[src/rtl/rtc_pwroff_pkg.sv]
package rtc_pwroff_pkg;
    localparam int NUM_FIELDS     = 6;      // sec, min, hour, day, month, year
    localparam int FIELD_W        = 8;      // packed BCD
    localparam int OFS_STATUS     = 'h44;
    localparam int OFS_IRQ_EN     = 'h48;
    localparam int OFS_ALARM_BASE = 'h80;   // field i at base + 4*i
    localparam int OFS_PWR_CTL    = 'h98;
    localparam int STS_BIT        = 7;
    localparam int ARM_BIT        = 4;
    localparam int CTL_BIT        = 16;

    typedef enum logic {
        PWR_ON  = 1'b0,
        PWR_OFF = 1'b1
    } pwr_state_e;
endpackage

[src/rtl/rtc_pwroff_regs.sv]
module rtc_pwroff_regs
    import rtc_pwroff_pkg::*;
#(
    parameter int ADDR_W = 8,
    parameter int DATA_W = 32
) (
    input  logic                                clk,
    input  logic                                rst_n,
    input  logic                                wr_en,
    input  logic                                wr_word,
    input  logic [ADDR_W-1:0]                   addr,
    input  logic [DATA_W-1:0]                   wdata,
    input  logic                                evt,
    output logic [NUM_FIELDS-1:0][FIELD_W-1:0]  alarm_o,
    output logic                                arm_o,
    output logic                                ctl_en_o,
    output logic                                sts_o,
    output logic [DATA_W-1:0]                   rdata
);
    localparam logic [ADDR_W-1:0] A_STS = ADDR_W'(OFS_STATUS);
    localparam logic [ADDR_W-1:0] A_IEN = ADDR_W'(OFS_IRQ_EN);
    localparam logic [ADDR_W-1:0] A_CTL = ADDR_W'(OFS_PWR_CTL);

    logic [FIELD_W-1:0] alm_q [NUM_FIELDS];
    logic arm_q, ctl_q, sts_q;
    logic sts_clr;

    for (genvar gi = 0; gi < NUM_FIELDS; gi++) begin : g_field
        localparam logic [ADDR_W-1:0] A_FLD = ADDR_W'(OFS_ALARM_BASE + 4 * gi);
        always_ff @(posedge clk or negedge rst_n) begin
            if (!rst_n)
                alm_q[gi] <= '0;
            else if (wr_en && addr == A_FLD)
                alm_q[gi] <= wdata[FIELD_W-1:0];
        end
        assign alarm_o[gi] = alm_q[gi];
    end

    // Arm and pin-control bits change only on full-word writes.
    always_ff @(posedge clk or negedge rst_n) begin
        if (!rst_n) begin
            arm_q <= 1'b0;
            ctl_q <= 1'b0;
        end else begin
            if (wr_en && wr_word && addr == A_IEN) arm_q <= wdata[ARM_BIT];
            if (wr_en && wr_word && addr == A_CTL) ctl_q <= wdata[CTL_BIT];
        end
    end

    // A match event outranks a write-one-to-clear in the same cycle.
    assign sts_clr = wr_en && addr == A_STS && wdata[STS_BIT];

    always_ff @(posedge clk or negedge rst_n) begin
        if (!rst_n)       sts_q <= 1'b0;
        else if (evt)     sts_q <= 1'b1;
        else if (sts_clr) sts_q <= 1'b0;
    end

    always_comb begin
        rdata = '0;
        if (addr == A_STS) rdata[STS_BIT] = sts_q;
        if (addr == A_IEN) rdata[ARM_BIT] = arm_q;
        if (addr == A_CTL) rdata[CTL_BIT] = ctl_q;
        for (int i = 0; i < NUM_FIELDS; i++)
            if (addr == ADDR_W'(OFS_ALARM_BASE + 4 * i))
                rdata[FIELD_W-1:0] = alm_q[i];
    end

    logic unused_wdata;
    assign unused_wdata = ^{wdata[DATA_W-1:CTL_BIT+1], wdata[CTL_BIT-1:FIELD_W]};

    assign arm_o    = arm_q;
    assign ctl_en_o = ctl_q;
    assign sts_o    = sts_q;
endmodule

[src/rtl/rtc_pwroff_match.sv]
module rtc_pwroff_match
    import rtc_pwroff_pkg::*;
(
    input  logic                                clk,
    input  logic                                rst_n,
    input  logic [NUM_FIELDS-1:0][FIELD_W-1:0]  now_i,
    input  logic [NUM_FIELDS-1:0][FIELD_W-1:0]  alarm_i,
    input  logic                                arm,
    output logic                                evt
);
    logic [FIELD_W-1:0]    sec_prev;
    logic                  primed;
    logic [NUM_FIELDS-1:0] fld_eq;
    logic                  sec_step;

    always_ff @(posedge clk or negedge rst_n) begin
        if (!rst_n) begin
            sec_prev <= '0;
            primed   <= 1'b0;
        end else begin
            sec_prev <= now_i[0];
            primed   <= 1'b1;
        end
    end

    for (genvar gi = 0; gi < NUM_FIELDS; gi++) begin : g_cmp
        assign fld_eq[gi] = (now_i[gi] == alarm_i[gi]);
    end

    // Evaluate only on the cycle the seconds value moves: one event per match.
    assign sec_step = primed && (now_i[0] != sec_prev);
    assign evt      = sec_step && arm && (&fld_eq);
endmodule

[src/rtl/rtc_pwroff_fsm.sv]
module rtc_pwroff_fsm
    import rtc_pwroff_pkg::*;
(
    input  logic clk,
    input  logic rst_n,
    input  logic evt,
    input  logic ctl_en,
    output logic power_en
);
    pwr_state_e state_q, state_d;

    always_ff @(posedge clk or negedge rst_n) begin
        if (!rst_n) state_q <= PWR_ON;
        else        state_q <= state_d;
    end

    always_comb begin
        state_d = state_q;
        unique case (state_q)
            PWR_ON:  if (evt && ctl_en) state_d = PWR_OFF;   // SHUTDOWN
            PWR_OFF: state_d = PWR_OFF;                      // held until reset
        endcase
    end

    always_comb begin
        unique case (state_q)
            PWR_ON:  power_en = 1'b1;
            PWR_OFF: power_en = 1'b0;
        endcase
    end
endmodule

[src/rtl/rtc_pwroff_ctrl.sv]
module rtc_pwroff_ctrl
    import rtc_pwroff_pkg::*;
#(
    parameter int ADDR_W = 8,
    parameter int DATA_W = 32
) (
    input  logic              clk,
    input  logic              rst_n,
    input  logic [7:0]        tm_sec,
    input  logic [7:0]        tm_min,
    input  logic [7:0]        tm_hour,
    input  logic [7:0]        tm_day,
    input  logic [7:0]        tm_mon,
    input  logic [7:0]        tm_year,
    input  logic              reg_wr,
    input  logic              reg_word,
    input  logic [ADDR_W-1:0] reg_addr,
    input  logic [DATA_W-1:0] reg_wdata,
    output logic [DATA_W-1:0] reg_rdata,
    output logic              power_en
);
    logic [NUM_FIELDS-1:0][FIELD_W-1:0] now_bus;
    logic [NUM_FIELDS-1:0][FIELD_W-1:0] alarm_bus;
    logic match_evt, arm, ctl_en, sts_flag;

    assign now_bus = {tm_year, tm_mon, tm_day, tm_hour, tm_min, tm_sec};

    rtc_pwroff_regs #(.ADDR_W(ADDR_W), .DATA_W(DATA_W)) u_regs (
        .clk      (clk),
        .rst_n    (rst_n),
        .wr_en    (reg_wr),
        .wr_word  (reg_word),
        .addr     (reg_addr),
        .wdata    (reg_wdata),
        .evt      (match_evt),
        .alarm_o  (alarm_bus),
        .arm_o    (arm),
        .ctl_en_o (ctl_en),
        .sts_o    (sts_flag),
        .rdata    (reg_rdata)
    );

    rtc_pwroff_match u_match (
        .clk     (clk),
        .rst_n   (rst_n),
        .now_i   (now_bus),
        .alarm_i (alarm_bus),
        .arm     (arm),
        .evt     (match_evt)
    );

    rtc_pwroff_fsm u_fsm (
        .clk      (clk),
        .rst_n    (rst_n),
        .evt      (match_evt),
        .ctl_en   (ctl_en),
        .power_en (power_en)
    );
endmodule

[config.mk]
export PLATFORM = sky130hd
export DESIGN_NAME = rtc_pwroff_ctrl
export DESIGN_NICKNAME = d
export VERILOG_FILES = /design/src/rtl/rtc_pwroff_pkg.sv /design/src/rtl/rtc_pwroff_regs.sv /design/src/rtl/rtc_pwroff_match.sv /design/src/rtl/rtc_pwroff_fsm.sv /design/src/rtl/rtc_pwroff_ctrl.sv
export SDC_FILE = /design/constraint.sdc
export NUM_CORES = 1
export LEC_CHECK = 0
export BUFFER_PORTS_ARGS = -buffer_cell sky130_fd_sc_hd__buf_4
export CORE_MARGIN = 2
export CORE_UTILIZATION = 55
export DETAILED_ROUTE_END_ITERATION = 7
export HOLD_SLACK_MARGIN = 0.15
export MAX_ROUTING_LAYER = met4
export PLACE_DENSITY_LB_ADDON = 0.3
export SLEW_MARGIN = 20
export SYNTH_ARGS = -nofsm -noshare
export SYNTH_HDL_FRONTEND = slang
export SYNTH_HIERARCHICAL = 1
export SYNTH_SLANG_ARGS = --single-unit
[constraint.sdc]
create_clock -name clk -period 3.8 [get_ports clk]
set_input_delay 0.38 -clock clk [delete_from_list [all_inputs] [get_ports clk]]
set_output_delay 0.38 -clock clk [all_outputs]
set_load 0.01 [all_outputs]
==> qor.csv <==
stage;metric;value;unit
timing;min_period;2.27;ns
synthesis;synthCells;311;
place;gp_congestion;0.889;
synthesis;async_reset_ff_frac;1.00;
global_routing;antenna_found_initial;0;
setup_path;cp-endpoint;reg_rdata[4];
pwr;power_leakage;2.14;nW
synthesis;synthTopCellsByArea;dfrtp_1 (41%), xnor2_1 (7.4%), mux2_2 (6.7%), mux2_4 (6.5%), buf_4 (5.3%);
timing;rsz0062_at_grt;no;
setup_path;r2r_slack;1.89;ns
worst_hold_path;hp-start;tm_sec[1];
final_layout;areaGrowthSynthToFinish;21.1;%
cts;clock_sinks;61;
die;num_rows;29;
setup_path;arrival;1.89;ns
setup_path;max_stage_delay;0.53;ns
synthesis;synth-seq-cells;61;
pwr;ir_drop;0.264;mV
pwr;power_switching;0.390;mW
place;numPortBuffers;78;
setup_path;crit_start;reg_addr[5];
cts;clock_path_buffers;2;
die;io_pins;125;
final_layout;fillers;526;
final_layout;seqCellArea;1530;sq um
cts;tritoncts;done;
final_layout;multiInputGateArea;1980;sq um
cts;htree_levels;3;
setup_path;cpMostUsedCell;buf_4;
cts;insertion_delay;0.34;ns
synthesis;syn-cell-area;3680;sq um
die;core;6420;sq um
pwr;internal_power;1.20;mW
setup_path;reg2reg_to;u_fsm/state_q;
drt;vias;2787;
die;dieArea;7360;sq um
run;cap_viol_max_count;0;
synthesis;ys_seq_area_frac;0.415;
final_layout;final_cells;475;
timing;hold_viol;0;
pwr;clockPowerShare;0.416;
pwr;power_frac_comb;0.138;
worst_hold_path;min_path_type;primary input to register;
final_layout;drive_gt1_frac;0.357;
global_routing;grt_pass1_wl;14700;um
outcome;violations;design-rule violations;
timing;fin_setup_tns;0;ns
final_layout;diodes;0;
setup_path;end_kind;output pin;
global_routing;grt.total_usage;0.274;
place;hpwlAfterDp;6780;um
die;die_w;85.8;um
timing;drv_slew;0;
timing;tightest_slew;0.772;ns
global_routing;grt_pass1_vias;2845;
pwr;p_sw_frac;0.246;
setup_path;path_cells;buf_4, and4bb_1, and3_1, a221o_1, buf_4;
timing;final.period_utilization;0.597;
timing;max_slew_margin;0.485;
pwr;powerDensity;356;nW/um^2
timing;max_freq;0.441;GHz
synthesis;ys_warn_count;6;
outcome;outcome;finished with violations;
setup_path;crit-reg2reg-launch;u_regs/alarm_o[33];
synthesis;avgSynthCellArea;11.8;sq um
setup_path;path_class;primary input to output pin;
synthesis;synth.largest_area_cell;dfrtp_1;
pwr;seqPwrFrac;0.446;
final_layout;fin_nets;485;
drt;drc;11;
place;placed_cells;458;
drt;drtPass1Iterations;8;
drt;drt-total-wl;9260;um
die;die_h;85.8;um
cts;root_buffer;clkbuf_8;
drt;post_drt_via_cell_ratio;5.87;
setup_path;crit_required;3.42;ns
global_routing;grt_overflow;0;
drt;wl_per_cell;19.5;um
synthesis;synth_edf_count;0;
setup_path;cp-start-kind;primary input;
timing;fin_skew;0.00834;ns
cts;clk_pin_slew;0.07;ns
synthesis;yosysUniqueCellTypes;52;
timing;finalSetupViolCount;0;
synthesis;synth-main-ff-cell;dfrtp_1;
setup_path;critPathMaxFanout;7;
die;initial_core_util;0.573;
setup_path;critPathSlowestCell;and3_1;
global_routing;grt_max_degree;62;
setup_path;reg2reg_depth;6;
drt;first_iter_violations;271;
drt;antenna_left;0;
synthesis;synth_top_area_frac;0.415;
cts;numCtsBuffers;9;
## logic make-up after synthesis
kind of cell	after synthesis	share of synthesized area
simple gates	59	0.120
mux	51	0.172
buf+inv	38	0.0701
xor+xnor	53	0.128
other cells	2	0.00204
flops	61	0.415
compound gates	47	0.0925
## placed cells by master, fill, tap and decap left out, drive strengths merged, types with 2 or more instances in the layout
cell and instances:
nor4b 3, and3 2, bufinv 2, nand2 7
nor2 5, a21o 2, o22ai 8, nor4 6
mux2 50, o211ai 2, nor2b 4, a31oi 2
a22oi 12, o22a 2, and2 2, buf 79
a21oi 6, xor2 21, xnor2 32, dfrtp 61
nand3 6, conb 24, nand2b 2, o21ai 3
nor3 3, inv 7, clkbuf 13, nand4 14
a221o 5
## Yosys cell counts, types with 2 or more instances
cell type / number
dfrtp_1: 61
xnor2_1: 31
buf_4: 26
mux2_2: 22
xor2_1: 21
mux2_4: 16
a22oi_1: 12
mux2_1: 12
nand4_1: 12
o22ai_1: 8
inv_1: 7
a21oi_1: 6
nor4_1: 6
a221o_1: 5
nand2_1: 5
nand3_1: 4
nor2_1: 4
nor2b_1: 4
o21ai_0: 3
a21o_1: 2
a31oi_1: 2
and2_1: 2
and3_1: 2
buf_2: 2
buf_6: 2
conb_1: 2
nand2b_1: 2
nand3_4: 2
nand4_2: 2
nor3_1: 2
o211ai_1: 2
o22a_1: 2
## sequential cells by signal, indices dropped and copies added, names as in the netlist
name and cells:
u_regs/ctl_en_o 1, u_regs/alarm_o 48, u_match/sec_prev 8, u_fsm/state_q 1, u_regs/arm_o 1, u_regs/sts_o 1, u_match/primed 1
## layout make-up
type,count,share of cell area
inverters,7,0.00590
repair buffers,80,0.135
clock buffers,13,0.0357
flip-flops and latches,61,0.343
multi-input cells,234,0.444
well taps,77,0.0216
clock inverters,3,0.0152
## metal layers
layer,track usage,share of wire
met4,0.110,0.026
met1,0.364,0.43
met2,0.418,0.47
met3,0.0520,0.077
met5,-,0
## how the worst min path moves through the flow
stage                           to  slack (ns)  depth (start not counted)
2_1_floorplan        u_fsm/state_q        0.08                          0
3_3_place_gp         u_fsm/state_q        0.44                          1
3_5_place_dp         u_fsm/state_q        0.45                          1
4_1_cts        u_match/sec_prev[1]        0.17                          1
5_1_grt        u_match/sec_prev[1]        0.16                          1
6_report       u_match/sec_prev[1]        0.18                          1
## critical path, delay by kind of cell
kind                   cells  cell delay (ns)
AOI/OAI and AO/OA          1             0.25
buffers and inverters      2             0.25
and+or+nand+nor            2             1.00
## power by group through the flow
stage	Clock, mW	Combinational (mW)	Sequential, mW
3_3_place_gp	0	0.212	0.719
3_5_place_dp	0	0.217	0.720
2_1_floorplan	0	0.130	0.711
4_1_cts	0.665	0.219	0.708
5_1_grt	0.710	0.240	0.712
6_report	0.660	0.219	0.708
## metrics by stage
step	hold slack, ns	power, mW	util	area, sq um	setup WS, ns
after floorplan	0.0844	0.842	-	3760	1.96
final	0.176	1.59	0.694	4460	1.53
after global placement	0.439	0.931	0.657	4220	1.57
after global routing	0.158	1.66	0.694	4460	1.48
after CTS	0.171	1.59	0.694	4460	1.55
after detailed placement	0.448	0.937	0.657	4220	1.53
## repair_timing
action	in CTS	in global routing
hold endpoints to repair	33	0
setup buffers	0	0
endpoints found under the setup margin	0	0
hold buffers	1	0
resized for setup	0	0
Power figures use the tool's default switching activity.
